<file path="src/rtl/wf_rdy_pkg.sv">
package wf_rdy_pkg;

    typedef enum logic [2:0] {
        WST_RUN      = 3'd0,
        WST_WAITCNT  = 3'd1,
        WST_SLEEP    = 3'd2,
        WST_BARRIER  = 3'd3,
        WST_STOPPED  = 3'd4,
        WST_RETURN   = 3'd5,
        WST_STALLED  = 3'd6,
        WST_PARKED   = 3'd7
    } wf_state_e;

    typedef enum logic [3:0] {
        RSN_ILLEGAL  = 4'd0,
        RSN_STOP     = 4'd1,
        RSN_IB_EMPTY = 4'd2,
        RSN_WAITCNT  = 4'd3,
        RSN_BARRIER  = 4'd4,
        RSN_VREG     = 4'd5,
        RSN_SREG     = 4'd6,
        RSN_SLEEP    = 4'd7,
        RSN_READY    = 4'd8
    } stall_rsn_e;

    localparam int CLS_W       = 18;
    localparam int CB_ALU      = 0;
    localparam int CB_BRANCH   = 1;
    localparam int CB_NOP      = 2;
    localparam int CB_RETURN   = 3;
    localparam int CB_EOP      = 4;
    localparam int CB_BARRIER  = 5;
    localparam int CB_LOAD     = 6;
    localparam int CB_STORE    = 7;
    localparam int CB_ATOMIC   = 8;
    localparam int CB_MEMSYNC  = 9;
    localparam int CB_FLAT     = 10;
    localparam int CB_FLATGLB  = 11;
    localparam int CB_SLEEP    = 12;
    localparam int CB_SCALAR   = 13;
    localparam int CB_LOCAL    = 14;
    localparam int CB_GLOBAL   = 15;
    localparam int CB_KERNARG  = 16;
    localparam int CB_ARGSEG   = 17;

    // Bits 0..12 name instruction kinds; at least one must be set.
    localparam int KIND_BITS   = CB_SLEEP + 1;

endpackage

</file>
<file path="src/rtl/wf_status_gate.sv">
module wf_status_gate
    import wf_rdy_pkg::*;
(
    input  logic [2:0]  status,
    input  logic        wait_sat,
    input  logic        sleep_done,
    input  logic        bar_all,
    output logic        pass,
    output stall_rsn_e  rsn,
    output logic        bar_fire
);

    wf_state_e st;

    always_comb begin
        st       = wf_state_e'(status);
        pass     = 1'b1;
        rsn      = RSN_READY;
        bar_fire = 1'b0;
        case (st)
            WST_WAITCNT: begin
                if (!wait_sat) begin
                    pass = 1'b0;
                    rsn  = RSN_WAITCNT;
                end
            end
            WST_SLEEP: begin
                if (!sleep_done) begin
                    pass = 1'b0;
                    rsn  = RSN_SLEEP;
                end
            end
            WST_BARRIER: begin
                if (!bar_all) begin
                    pass = 1'b0;
                    rsn  = RSN_BARRIER;
                end else begin
                    // release the barrier and keep evaluating this cycle
                    bar_fire = 1'b1;
                end
            end
            WST_STOPPED, WST_RETURN, WST_STALLED, WST_PARKED: begin
                pass = 1'b0;
                rsn  = RSN_STOP;
            end
            default: begin
                pass = 1'b1;
            end
        endcase
    end

endmodule

</file>
<file path="src/rtl/wf_inst_gate.sv">
module wf_inst_gate
    import wf_rdy_pkg::*;
(
    input  logic        ib_empty,
    input  logic        nxt_valid,
    input  logic        known,
    input  logic        is_scalar,
    input  logic        is_eop,
    input  logic        oldest,
    input  logic        vreg_rdy,
    input  logic        sreg_rdy,
    input  logic        cnt_zero,
    output logic        pass,
    output stall_rsn_e  rsn,
    output logic        kind_err,
    output logic        eop_hit
);

    always_comb begin
        pass     = 1'b0;
        rsn      = RSN_READY;
        kind_err = 1'b0;
        eop_hit  = 1'b0;
        if (ib_empty || !nxt_valid) begin
            rsn = RSN_IB_EMPTY;
        end else if (!known) begin
            rsn      = RSN_ILLEGAL;
            kind_err = 1'b1;
        end else if (!is_scalar && !vreg_rdy) begin
            rsn = RSN_VREG;
        end else if (!sreg_rdy) begin
            rsn = RSN_SREG;
        end else if (is_eop && !oldest) begin
            // older entries must drain first
            rsn = RSN_WAITCNT;
        end else if (is_eop && !cnt_zero) begin
            eop_hit = 1'b1;
            rsn     = RSN_WAITCNT;
        end else begin
            eop_hit = is_eop;
            pass    = 1'b1;
        end
    end

endmodule

</file>
<file path="src/rtl/wf_res_map.sv">
module wf_res_map #(
    parameter int NUM_SIMD = 4,
    parameter int RES_W    = $clog2(NUM_SIMD + 4)
) (
    input  logic             is_flat,
    input  logic             is_local,
    input  logic             is_global,
    input  logic             is_scalar,
    input  logic             is_compute,
    input  logic [RES_W-1:0] simd_id,
    output logic             mapped,
    output logic [RES_W-1:0] res
);

    localparam logic [RES_W-1:0] SALU_IDX = RES_W'(NUM_SIMD);
    localparam logic [RES_W-1:0] GMEM_IDX = RES_W'(NUM_SIMD + 1);
    localparam logic [RES_W-1:0] LMEM_IDX = RES_W'(NUM_SIMD + 2);
    localparam logic [RES_W-1:0] SMEM_IDX = RES_W'(NUM_SIMD + 3);

    always_comb begin
        mapped = 1'b1;
        res    = '0;
        if (is_flat) begin
            res = GMEM_IDX;
        end else if (is_local) begin
            res = LMEM_IDX;
        end else if (is_global) begin
            res = is_scalar ? SMEM_IDX : GMEM_IDX;
        end else if (is_compute) begin
            res = is_scalar ? SALU_IDX : simd_id;
        end else begin
            mapped = 1'b0;
        end
    end

endmodule

</file>
<file path="src/rtl/wf_issue_ready.sv">
module wf_issue_ready
    import wf_rdy_pkg::*;
#(
    parameter int NUM_SIMD = 4,
    parameter int RES_W    = $clog2(NUM_SIMD + 4),
    parameter int BAR_W    = 4
) (
    input  logic              clk,
    input  logic              rst_n,
    input  logic [2:0]        wf_status,
    input  logic              wait_sat,
    input  logic              sleep_done,
    input  logic              bar_all,
    input  logic [BAR_W-1:0]  bar_id,
    input  logic [RES_W-1:0]  simd_id,
    input  logic              ib_empty,
    input  logic              nxt_valid,
    input  logic [17:0]       nxt_class,
    input  logic              nxt_oldest,
    input  logic              vreg_rdy,
    input  logic              sreg_rdy,
    input  logic              cnt_zero,
    output logic              issue_rdy,
    output logic [3:0]        stall_code,
    output logic [RES_W-1:0]  res_idx,
    output logic              class_err,
    output logic              bar_rel,
    output logic [BAR_W-1:0]  bar_rel_id,
    output logic              eop_wait_req
);

    typedef struct packed {
        logic             bar_rel;
        logic [BAR_W-1:0] bar_id;
        logic             eop_req;
    } pulse_t;

    pulse_t pls_d, pls_q;

    logic       st_pass, st_fire;
    stall_rsn_e st_rsn;
    logic       in_pass, in_err, in_eop;
    stall_rsn_e in_rsn;
    logic       map_ok;
    logic [RES_W-1:0] map_res;
    logic       kind_known, kind_compute;

    // class decode
    always_comb begin
        kind_known   = |nxt_class[KIND_BITS-1:0];
        kind_compute = nxt_class[CB_BRANCH] | nxt_class[CB_ALU]
                     | (nxt_class[CB_KERNARG] & nxt_class[CB_LOAD])
                     | nxt_class[CB_ARGSEG] | nxt_class[CB_RETURN]
                     | nxt_class[CB_EOP] | nxt_class[CB_NOP]
                     | nxt_class[CB_BARRIER];
    end

    wf_status_gate u_status (
        .status     (wf_status),
        .wait_sat   (wait_sat),
        .sleep_done (sleep_done),
        .bar_all    (bar_all),
        .pass       (st_pass),
        .rsn        (st_rsn),
        .bar_fire   (st_fire)
    );

    wf_inst_gate u_inst (
        .ib_empty  (ib_empty),
        .nxt_valid (nxt_valid),
        .known     (kind_known),
        .is_scalar (nxt_class[CB_SCALAR]),
        .is_eop    (nxt_class[CB_EOP]),
        .oldest    (nxt_oldest),
        .vreg_rdy  (vreg_rdy),
        .sreg_rdy  (sreg_rdy),
        .cnt_zero  (cnt_zero),
        .pass      (in_pass),
        .rsn       (in_rsn),
        .kind_err  (in_err),
        .eop_hit   (in_eop)
    );

    wf_res_map #(
        .NUM_SIMD (NUM_SIMD),
        .RES_W    (RES_W)
    ) u_map (
        .is_flat    (nxt_class[CB_FLAT]),
        .is_local   (nxt_class[CB_LOCAL]),
        .is_global  (nxt_class[CB_GLOBAL]),
        .is_scalar  (nxt_class[CB_SCALAR]),
        .is_compute (kind_compute),
        .simd_id    (simd_id),
        .mapped     (map_ok),
        .res        (map_res)
    );

    // verdict and next strobe values
    always_comb begin
        issue_rdy  = 1'b0;
        stall_code = RSN_ILLEGAL;
        res_idx    = '0;
        class_err  = 1'b0;
        if (!st_pass) begin
            stall_code = st_rsn;
        end else if (!in_pass) begin
            stall_code = in_rsn;
            class_err  = in_err;
        end else if (!map_ok) begin
            stall_code = RSN_ILLEGAL;
            class_err  = 1'b1;
        end else begin
            issue_rdy  = 1'b1;
            stall_code = RSN_READY;
            res_idx    = map_res;
        end

        pls_d.bar_rel = st_fire;
        pls_d.bar_id  = st_fire ? bar_id : '0;
        pls_d.eop_req = st_pass & in_eop;
    end

    always_ff @(posedge clk) begin
        if (!rst_n) begin
            pls_q <= '0;
        end else begin
            pls_q <= pls_d;
        end
    end

    assign bar_rel      = pls_q.bar_rel;
    assign bar_rel_id   = pls_q.bar_id;
    assign eop_wait_req = pls_q.eop_req;

endmodule

</file>
<file path="config.mk">
export PLATFORM = sky130hd
export DESIGN_NAME = wf_issue_ready
export DESIGN_NICKNAME = d
export VERILOG_FILES = /design/src/rtl/wf_rdy_pkg.sv /design/src/rtl/wf_status_gate.sv /design/src/rtl/wf_inst_gate.sv /design/src/rtl/wf_res_map.sv /design/src/rtl/wf_issue_ready.sv
export SDC_FILE = /design/constraint.sdc
export NUM_CORES = 1
export LEC_CHECK = 0
export BUFFER_PORTS_ARGS = -buffer_cell sky130_fd_sc_hd__buf_2
export CAP_MARGIN = 20
export CORE_UTILIZATION = 32
export DETAILED_ROUTE_END_ITERATION = 8
export PLACE_DENSITY = 0.85
export SYNTH_ARGS = -nofsm -noshare
export SYNTH_HDL_FRONTEND = slang
export SYNTH_SLANG_ARGS = --single-unit
</file>
<file path="constraint.sdc">
create_clock -name clk -period 2.5 [get_ports clk]
set_input_delay 0.625 -clock clk [delete_from_list [all_inputs] [get_ports clk]]
set_output_delay 0.625 -clock clk [all_outputs]
set_load 0.01 [all_outputs]
</file>
==> load_flow_metrics.sql, run 1 <==
INSERT INTO impl_metrics (metric_group, metric, value, unit) VALUES
('run_status', 'outcome', 'finished, violations left', ''),
('run_status', 'violations_in_the_final_reports', 'setup timing', ''),
('cells_and_area', 'finalNonFillerCells', '138', ''),
('timing', 'finalMaxSlewViolations', '0', ''),
('drt', 'drt.antenna.violating_nets', '0', ''),
('placed_design', 'port_buffers', '53', ''),
('drt', 'totalWireLength', '1740', 'um'),
('worst_setup_path', 'worstPathCellList', 'buf_6 > nor4_4 > buf_4 > nand4_1 > nand3_2 > o22ai_2 > buf_2', ''),
('pwr', 'netSwitchingFraction', '0.289', ''),
('synthesis', 'ys_top_cells_by_area', 'sky130_fd_sc_hd__dfxtp_1, sky130_fd_sc_hd__and2_1, sky130_fd_sc_hd__a311oi_1, sky130_fd_sc_hd__a21oi_1, sky130_fd_sc_hd__nor3_1', ''),
('placed_design', 'placement.setup.worst_slack', '-119', 'ps'),
('global_routing', 'grt_start_max_net_pins', '7', ''),
('drt', 'route.detailed.drc', '0', ''),
('placed_design', 'gp_routability_congestion', '0.815', ''),
('timing', 'rsz_0062_raised_after_global_routing', 'yes', ''),
('floorplanning', 'top_level_ports', '54', ''),
('timing', 'fin_crit_sh', '1.01', ''),
('timing', 'tightestPinTransition', '502', 'ps'),
('timing', 'worst_hold_slack', '580', 'ps'),
('worst_setup_path', 'crit_fanout', '5', ''),
('clock_network', 'cts_root_buf', 'sky130_fd_sc_hd__clkbuf_4', ''),
('cells_and_area', 'flow.area_growth_from_synthesis', '84.3', '%'),
('global_routing', 'wire_length_of_the_first_global_routing_pass', '2360', 'um'),
('synthesis', 'synthesis.area_per_instance', '7.81', 'sq um'),
('global_routing', 'grt.total_usage', '0.227', ''),
('floorplanning', 'fp.dieW', '40.6', 'um'),
('timing', 'timing_hold_violations_final', '0', ''),
('clock_network', 'h_tree_lvls', '1', ''),
('drt', 'drtPass1Iterations', '4', ''),
('worst_setup_path', 'critical_path_buf_inv_count', '3', ''),
('synthesis', 'sequential_cell_area_fraction_in_the_yosys_report', '0.252', ''),
('pwr', 'power.share.sequential', '0.342', ''),
('synthesis', 'netlist_instances', '61', ''),
('synthesis', 'synth_seq_cells', '6', ''),
('clock_network', 'cts_max_path_buffers', '2', ''),
('cells_and_area', 'number_of_fill_cells_in_the_layout', '135', ''),
('drt', 'avgViaCountPerCell', '5.30', ''),
('synthesis', 'synth_top_area_cell', 'sky130_fd_sc_hd__dfxtp_1', ''),
('timing', 'timing.max_slew.rel_slack', '0.665', ''),
('worst_setup_path', 'required_arrival_time_at_the_worst_endpoint', '1880', 'ps'),
('global_routing', 'sum_of_overflow_across_all_layers_after_global_routing', '0', ''),
('cells_and_area', 'register_area', '120', 'sq um'),
('drt', 'drt-wirelength-per-cell', '12.6', 'um'),
('placed_design', 'place.detailed.hpwl', '1360', 'um'),
('worst_setup_path', 'critPathSlowestCell', 'sky130_fd_sc_hd__nor4_4', ''),
('timing', 'worst_slack', '-22.3', 'ps'),
('pwr', 'leakagePower', '0.000444', 'uW'),
('clock_network', 'tritoncts_clock_tree', 'yes', ''),
('synthesis', 'yosys_warnings', '0', ''),
('pwr', 'switchingPower', '82.2', 'uW'),
('pwr', 'irDropWorstVdd', '129', 'uV'),
('timing', 'setup_total_negative_slack', '-41.6', 'ps'),
('timing', 'setup_violations', '5', ''),
('pwr', 'internal_power', '202', 'uW'),
('pwr', 'power_density', '324', 'nW/um^2'),
('worst_setup_path', 'start_kind', 'input port', ''),
('synthesis', 'syn_nets', '100', ''),
('floorplanning', 'initial_core_util', '0.353', ''),
('floorplanning', 'dieArea', '1650', 'sq um'),
('worst_setup_path', 'crit_path_end_kind', 'primary output', ''),
('floorplanning', 'design.core.area', '1350', 'sq um'),
('placed_design', 'placed_cells', '133', ''),
('floorplanning', 'fp.dieH', '40.6', 'um'),
('clock_network', 'tritoncts_num_sinks', '6', ''),
('worst_setup_path', 'cp_slowest_stage_delay', '320', 'ps'),
('drt', 'drt_iter0_markers', '15', ''),
('timing', 'timing.final.crit_period', '2520', 'ps'),
('clock_network', 'worst_setup_hold_path_clk_slew', '40', 'ps'),
('min_path', 'timing.hold.worst.class', 'in2reg', ''),
('synthesis', 'netlist_area_pre_place', '477', 'sq um'),
('clock_network', 'cts_inserted_buffers', '3', '');
[cell usage after synthesis (all sizes together)]
| master | count |
|---|---|
| nor2 | 6 |
| a211oi | 2 |
| a311oi | 3 |
| buf | 1 |
| mux2i | 1 |
| nor3b | 1 |
| nor2b | 1 |
| inv | 5 |
| dfxtp | 6 |
| o31ai | 1 |
| nor3 | 5 |
| or4 | 1 |
| or3 | 1 |
| o21bai | 1 |
| nand2 | 3 |
| o21ai | 2 |
| and2 | 5 |
| o221ai | 1 |
| nand4 | 1 |
| a21boi | 1 |
| a21oi | 5 |
| nand3 | 4 |
| nor4 | 3 |
| o22ai | 1 |
[state kept, by name, summed over array words and instances (netlist names)]
| register | count |
|---|---|
| eop_wait_req | 1 |
| bar_rel | 1 |
| bar_rel_id | 4 |
[power by group through the flow]
stage | logic, uW | registers [uW] | clock network [uW]
2_1_floorplan | 33.4 | 99.5 | 0
3_3_place_gp | 85.8 | 98.9 | 0
3_5_place_dp | 88.9 | 98.9 | 0
4_1_cts | 92.7 | 97.2 | 90.3
5_1_grt | 109 | 97.2 | 97.3
6_report | 101 | 97.2 | 86.6
[placed cells by master (no fill, tap or decap), types with 4 or more instances in the layout]
cell type,synthesis,routed
sky130_fd_sc_hd__buf_2,0,50
sky130_fd_sc_hd__buf_4,1,7
sky130_fd_sc_hd__nor2_1,6,6
sky130_fd_sc_hd__dfxtp_1,6,6
sky130_fd_sc_hd__nor3_1,5,5
sky130_fd_sc_hd__inv_1,5,5
sky130_fd_sc_hd__and2_1,5,5
sky130_fd_sc_hd__a21oi_1,5,4
[path summary, 6_finish.rpt]
| check | endpoint | from | cells past startpoint | slack, ps |
|---|---|---|---|---|
| max | stall_code[0] | nxt_class[1] | 7 | -20 |
| min | bar_rel_id[1] | bar_id[1] | 2 | 580 |
[repair_timing]
| action | CTS | global route |
|---|---|---|
| endpoints found under the setup margin | 2 | 9 |
| pin swaps | 5 | 7 |
| buffers inserted | 2 | 0 |
| hold buffers | 0 | 0 |
| resized for setup | 4 | 6 |
[through the flow]
| stage | util | total power, uW | area (sq um) |
|---|---|---|---|
| floorplan | - | 133 | 477 |
| global placement | 0.586 | 185 | 791 |
| detailed placement | 0.586 | 188 | 791 |
| CTS | 0.627 | 280 | 847 |
| global route | 0.651 | 303 | 878 |
| finish | 0.651 | 284 | 878 |
[layer usage]
layer | GRT usage | wire (um) | up-vias
li1 | - | - | 353
met1 | 0.187 | 565 | 326
met2 | 0.425 | 954 | 44
met3 | 0.0611 | 148 | 8
met4 | 0.208 | 73 | 0
met5 | 0 | 0 | -
[logic make-up (layout without fill, tap and decap cells)]
logic type / after synthesis / after routing / synth area share
multiplexers: 1 / 1 / 0.0210
AND/OR/NAND/NOR: 31 / 31 / 0.407
buffers and inverters: 6 / 68 / 0.0551
flip-flops: 6 / 6 / 0.252
AO/OA/AOI/OAI: 17 / 17 / 0.265
[area by class of cell]
| cell class | count | share of cell area |
|---|---|---|
| multi-input combinational | 49 | 0.412 |
| timing repair buffer | 60 | 0.383 |
| sequential | 6 | 0.137 |
| clock buffer | 3 | 0.0256 |
| inverter | 5 | 0.0214 |
| tap | 15 | 0.0214 |
Note: power is estimated with default switching activity, not from simulation.
==> run 2, diff against run 1 <==
Settings changed: MAX_ROUTING_LAYER from default to met4.
==> run 2 against run 1 <==
The flow still finishes with violations (setup timing); wire length unchanged; total power about the same; via count unchanged; hold slack about the same; utilization unchanged; combinational power about the same; global-route usage up 0.63 points; clock power about the same; non-clock buffer count unchanged; sequential power about the same; die area unchanged; flip-flop and latch count unchanged; largest power group unchanged.
==> load_flow_metrics.sql, run 2 (synthesis gave the netlist of run 1 again) <==
INSERT INTO impl_metrics (metric_group, metric, value, unit) VALUES
('run_status', 'outcome', 'finished, violations left', ''),
('run_status', 'violations_in_the_final_reports', 'setup timing', ''),
('floorplanning', 'dieArea', '1650', 'sq um'),
('drt', 'met3RoutedLength', '149', 'um'),
('placed_design', 'port_buffers', '53', ''),
('worst_setup_path', 'worstPathCellList', 'buf_6 > nor4_4 > buf_4 > nand4_1 > nand3_2 > o22ai_2 > buf_2', ''),
('drt', 'via_count', '731', ''),
('cells_and_area', 'design_area', '878', 'sq um'),
('timing', 'timing.final.crit_period', '2520', 'ps'),
('clock_network', 'tritoncts_clock_tree', 'yes', ''),
('pwr', 'leakagePower', '0.000444', 'uW'),
('cells_and_area', 'antenna_cells', '0', ''),
('floorplanning', 'fp.dieH', '40.6', 'um'),
('clock_network', 'hold_buffers', '0', ''),
('timing', 'max_freq', '396', 'MHz'),
('min_path', 'hold_end', 'bar_rel_id[1]', ''),
('clock_network', 'cts_max_path_buffers', '2', ''),
('floorplanning', 'top_level_ports', '54', ''),
('worst_setup_path', 'crit_path_end_kind', 'primary output', ''),
('drt', 'drt_iter0_markers', '10', ''),
('min_path', 'start_point_of_the_worst_hold_path', 'bar_id[1]', ''),
('clock_network', 'cts_inserted_buffers', '3', ''),
('global_routing', 'wire_length_of_the_first_global_routing_pass', '2360', 'um'),
('cells_and_area', 'layout_cells_sized_above_1', '0.602', ''),
('timing', 'rsz_0062_raised_after_global_routing', 'yes', ''),
('cells_and_area', 'mostFrequentLayoutCells', 'sky130_fd_sc_hd__buf_2, sky130_fd_sc_hd__buf_4, sky130_fd_sc_hd__nor2_1, sky130_fd_sc_hd__dfxtp_1', ''),
('drt', 'route.detailed.drc', '0', ''),
('cells_and_area', 'flow.area_growth_from_synthesis', '84.3', '%'),
('timing', 'worst_hold_slack', '580', 'ps'),
('clock_network', 'worst_setup_hold_path_clk_slew', '40', 'ps'),
('drt', 'drt-wirelength-per-cell', '12.6', 'um'),
('placed_design', 'placed_cells', '133', ''),
('drt', 'drtPass1Iterations', '4', ''),
('floorplanning', 'fp.dieW', '40.6', 'um'),
('timing', 'setup_violations', '5', ''),
('timing', 'timing.max_slew.rel_slack', '0.665', ''),
('clock_network', 'cts_root_buf', 'sky130_fd_sc_hd__clkbuf_4', ''),
('timing', 'worst_slack', '-22.3', 'ps'),
('drt', 'wl_met1', '565', 'um'),
('drt', 'topRoutingLayerUsed', 'met4', ''),
('timing', 'tightestPinTransition', '502', 'ps'),
('pwr', 'irDropWorstVdd', '129', 'uV'),
('drt', 'drt.antenna.violating_nets', '0', ''),
('worst_setup_path', 'required_arrival_time_at_the_worst_endpoint', '1880', 'ps'),
('cells_and_area', 'layout.cells.most_common', 'sky130_fd_sc_hd__buf_2', ''),
('placed_design', 'placed_area', '791', 'sq um'),
('clock_network', 'tritoncts_num_sinks', '6', ''),
('worst_setup_path', 'cp_slowest_stage_delay', '320', 'ps'),
('floorplanning', 'design.core.area', '1350', 'sq um'),
('global_routing', 'sum_of_overflow_across_all_layers_after_global_routing', '0', ''),
('flow_run', 'drv_cap', '0', ''),
('placed_design', 'place.detailed.hpwl', '1360', 'um'),
('worst_setup_path', 'critPathKind', 'in2out', ''),
('pwr', 'power_density', '324', 'nW/um^2'),
('floorplanning', 'placement_rows', '13', ''),
('worst_setup_path', 'crit_fanout', '5', ''),
('min_path', 'min_path_cells', '2', ''),
('global_routing', 'grt_start_max_net_pins', '7', ''),
('global_routing', 'grt.total_usage', '0.233', ''),
('cells_and_area', 'largest_register_ff_count', '4', ''),
('global_routing', 'grt_pass1_vias', '639', ''),
('timing', 'timing_hold_violations_final', '0', ''),
('worst_setup_path', 'critPathSlowestCell', 'sky130_fd_sc_hd__nor4_4', ''),
('placed_design', 'placement.setup.worst_slack', '-119', 'ps'),
('global_routing', 'grt_antenna_before_repair', '0', ''),
('clock_network', 'h_tree_lvls', '1', ''),
('drt', 'avgViaCountPerCell', '5.30', ''),
('timing', 'fin_crit_sh', '1.01', ''),
('worst_setup_path', 'start_kind', 'input port', ''),
('min_path', 'timing.hold.worst.class', 'in2reg', ''),
('floorplanning', 'initial_core_util', '0.353', ''),
('cells_and_area', 'layout.nets', '164', ''),
('worst_setup_path', 'worst_ep_arrival_time', '1900', 'ps'),
('drt', 'totalWireLength', '1740', 'um'),
('cells_and_area', 'finalNonFillerCells', '138', ''),
('placed_design', 'gp_routability_congestion', '0.827', ''),
('timing', 'finalMaxSlewViolations', '0', ''),
('drt', 'wl_met2', '953', 'um');
## run 2: worst max path at each step
stage | endpoint | slack (ps) | from
2_1_floorplan | class_err | 130 | nxt_class[1]
3_3_place_gp | class_err | -70 | nxt_class[1]
3_5_place_dp | class_err | -120 | nxt_class[1]
4_1_cts | stall_code[0] | 8 | nxt_class[2]
5_1_grt | stall_code[0] | -100 | nxt_class[1]
6_report | stall_code[0] | -20 | nxt_class[1]
## run 2: final cells by class
class	count	area [sq um]
clock buffer	3	22.5
fill	135	472
inverter	5	18.8
multi-input combinational	49	362
sequential	6	120
tap	15	18.8
timing repair buffer	60	337
## run 2: timing repair
item                       4_1_cts  5_1_grt
pin swaps                        5        7
resized for setup                4        6
buffers inserted                 2        0
setup endpoints to repair        2        9
## run 2: per-layer routing
metal / GRT usage / vias to the layer above
met1: 0.187 / 326
met2: 0.425 / 44
li1: - / 353
met4: 0.208 / 0
met5: - / -
met3: 0.0611 / 8
## run 2: where the power goes
group,switching [uW],internal [uW]
registers,0.194,97.1
logic,49.6,51.1
clock network,32.5,54.1
total,82.2,202
## run 2: worst max-delay path: cells and delay by family
family	cells	cell delay (ps)
compound gates	1	80
simple gates	3	780
buf+inv	3	410
## run 2: metrics by stage
stage | setup TNS, ps | util | total power, uW
2_1_floorplan | 0 | - | 133
5_1_grt | -678 | 0.651 | 303
3_3_place_gp | -66.1 | 0.586 | 185
6_report | -41.6 | 0.651 | 284
3_5_place_dp | -121 | 0.586 | 188
4_1_cts | 0 | 0.627 | 280
==> run 3, diff against run 2 <==
Clock period 2.5 ns to 2.9 ns, I/O delays scaled along.
==> run 3 against run 2 <==
The run now ends clean; wire length shrank 16%; first-iteration DRC count is 30% lower; count of clock-buffer cells in the layout unchanged; via count shrank 4.5%; design area is 11% lower; die area unchanged; largest power group is now registers.
==> load_flow_metrics.sql, run 3 (synthesis gave the netlist of run 1 again) <==
INSERT INTO impl_metrics (metric_group, metric, value, unit) VALUES
('run_status', 'outcome', 'completed', ''),
('worst_setup_path', 'required_arrival_time_at_the_worst_endpoint', '2170', 'ps'),
('clock_network', 'cts_resized', '0', ''),
('placed_design', 'gp_routability_congestion', '0.830', ''),
('worst_setup_path', 'worstPathCellList', 'buf_2 > nor4_4 > nand3_2 > or4_1 > a21oi_1 > buf_2', ''),
('clock_network', 'cts_inserted_buffers', '3', ''),
('cells_and_area', 'mostFrequentLayoutCells', 'sky130_fd_sc_hd__buf_2, sky130_fd_sc_hd__nor2_1, sky130_fd_sc_hd__dfxtp_1', ''),
('global_routing', 'grt.total_usage', '0.192', ''),
('global_routing', 'grt_start_max_net_pins', '8', ''),
('pwr', 'leakagePower', '0.000402', 'uW'),
('flow_run', 'drv_cap', '0', ''),
('drt', 'drt.antenna.violating_nets', '0', ''),
('global_routing', 'grt_antenna_before_repair', '0', ''),
('drt', 'drt_iter0_markers', '7', ''),
('timing', 'finalMaxSlewViolations', '0', ''),
('pwr', 'switchingPower', '65.3', 'uW'),
('worst_setup_path', 'cpLargestDelayFamily', 'simple AND/OR/NAND/NOR gates', ''),
('floorplanning', 'initial_core_util', '0.353', ''),
('timing', 'setup_total_negative_slack', '0', 'ps'),
('clock_network', 'post_cts_buffers', '0', ''),
('pwr', 'power.share.sequential', '0.364', ''),
('cells_and_area', 'layout.cells.most_common', 'sky130_fd_sc_hd__buf_2', ''),
('pwr', 'power.share.combinational', '0.311', ''),
('floorplanning', 'design.core.area', '1350', 'sq um'),
('timing', 'fin_crit_sh', '0.954', ''),
('worst_setup_path', 'cp_slowest_stage_delay', '470', 'ps'),
('pwr', 'power_density', '294', 'nW/um^2'),
('placed_design', 'port_buffers', '53', ''),
('timing', 'timing.final.crit_period', '2770', 'ps'),
('worst_setup_path', 'critPathSlowestCell', 'sky130_fd_sc_hd__or4_1', ''),
('worst_setup_path', 'critPathKind', 'in2out', ''),
('clock_network', 'tritoncts_clock_tree', 'yes', ''),
('worst_setup_path', 'crit_fanout', '3', ''),
('clock_network', 'cts_max_path_buffers', '2', ''),
('timing', 'timing_hold_violations_final', '0', ''),
('timing', 'rsz_0062_raised_after_global_routing', 'no', ''),
('floorplanning', 'top_level_ports', '54', ''),
('timing', 'worst_hold_slack', '687', 'ps'),
('pwr', 'clockPowerShare', '0.325', ''),
('drt', 'totalWireLength', '1460', 'um'),
('clock_network', 'worst_setup_hold_path_clk_slew', '40', 'ps'),
('worst_setup_path', 'start_kind', 'input port', ''),
('clock_network', 'tritoncts_num_sinks', '6', ''),
('clock_network', 'cts_root_buf', 'sky130_fd_sc_hd__clkbuf_4', ''),
('timing', 'timing.max_slew.rel_slack', '0.689', ''),
('drt', 'via_count', '698', ''),
('floorplanning', 'dieArea', '1650', 'sq um'),
('global_routing', 'sum_of_overflow_across_all_layers_after_global_routing', '0', ''),
('global_routing', 'grt_pass1_vias', '588', ''),
('drt', 'route.detailed.drc', '0', ''),
('pwr', 'irDropWorstVdd', '102', 'uV'),
('drt', 'avgViaCountPerCell', '5.29', ''),
('cells_and_area', 'flow.area_growth_from_synthesis', '64.3', '%'),
('worst_setup_path', 'critical_path_buf_inv_count', '2', ''),
('clock_network', 'h_tree_lvls', '1', ''),
('cells_and_area', 'layout_cells_sized_above_1', '0.530', ''),
('cells_and_area', 'antenna_cells', '0', ''),
('timing', 'setup_violations', '0', ''),
('pwr', 'sum_of_internal_switching_and_leakage_power', '230', 'uW'),
('worst_setup_path', 'crit_path_end_kind', 'primary output', ''),
('timing', 'tightestPinTransition', '461', 'ps'),
('floorplanning', 'fp.dieH', '40.6', 'um'),
('min_path', 'timing.hold.worst.class', 'in2reg', ''),
('pwr', 'netSwitchingFraction', '0.283', ''),
('drt', 'drt-wirelength-per-cell', '11.0', 'um'),
('drt', 'drtPass1Iterations', '4', ''),
('placed_design', 'place.detailed.hpwl', '1280', 'um'),
('timing', 'max_freq', '362', 'MHz'),
('clock_network', 'hold_buffers', '0', ''),
('global_routing', 'wire_length_of_the_first_global_routing_pass', '2110', 'um'),
('cells_and_area', 'post-route-util', '0.580', ''),
('worst_setup_path', 'dominant_cell_type_by_count_on_the_critical_path', 'sky130_fd_sc_hd__buf_2', ''),
('worst_setup_path', 'worst_ep_arrival_time', '2040', 'ps'),
('cells_and_area', 'largest_register_ff_count', '4', ''),
('cells_and_area', 'layout.nets', '158', ''),
('pwr', 'internal_power', '165', 'uW'),
('floorplanning', 'fp.dieW', '40.6', 'um'),
('floorplanning', 'placement_rows', '13', '');
run 3: layer usage:
layer | share of wire | wire [um] | track usage
met1 | 0.35 | 511 | 0.170
met2 | 0.54 | 793 | 0.369
met3 | 0.10 | 152 | 0.0389
met4 | 0 | 0 | 0.108
met5 | 0 | 0 | -
run 3: area by class of cell:
class	count	area (sq um)
clock buffer	3	22.5
fill	136	567
inverter	5	18.8
multi-input combinational	49	330
sequential	6	120
tap	15	18.8
timing repair buffer	54	273
run 3: stage by stage:
stage	setup slack [ps]	instances	instance area, sq um
floorplan	327	61	477
global placement	127	128	753
detailed placement	96.6	128	753
CTS	91.0	131	776
global route	52.9	132	783
finish	134	132	783
run 3: worst paths after layout:
check                        start            end  slack (ps)  depth (start not counted)
worst max-delay path  nxt_class[2]      class_err         130                          6
worst min-delay path     bar_id[1]  bar_rel_id[1]         690                          2
run 3: power groups by stage:
stage | Sequential [uW] | Clock, uW | Combinational (uW)
finish | 83.8 | 74.8 | 71.6
global route | 83.7 | 85.9 | 79.3
CTS | 83.8 | 77.9 | 71.3
detailed placement | 85.3 | 0 | 71.1
global placement | 85.2 | 0 | 68.8
floorplan | 85.7 | 0 | 28.8
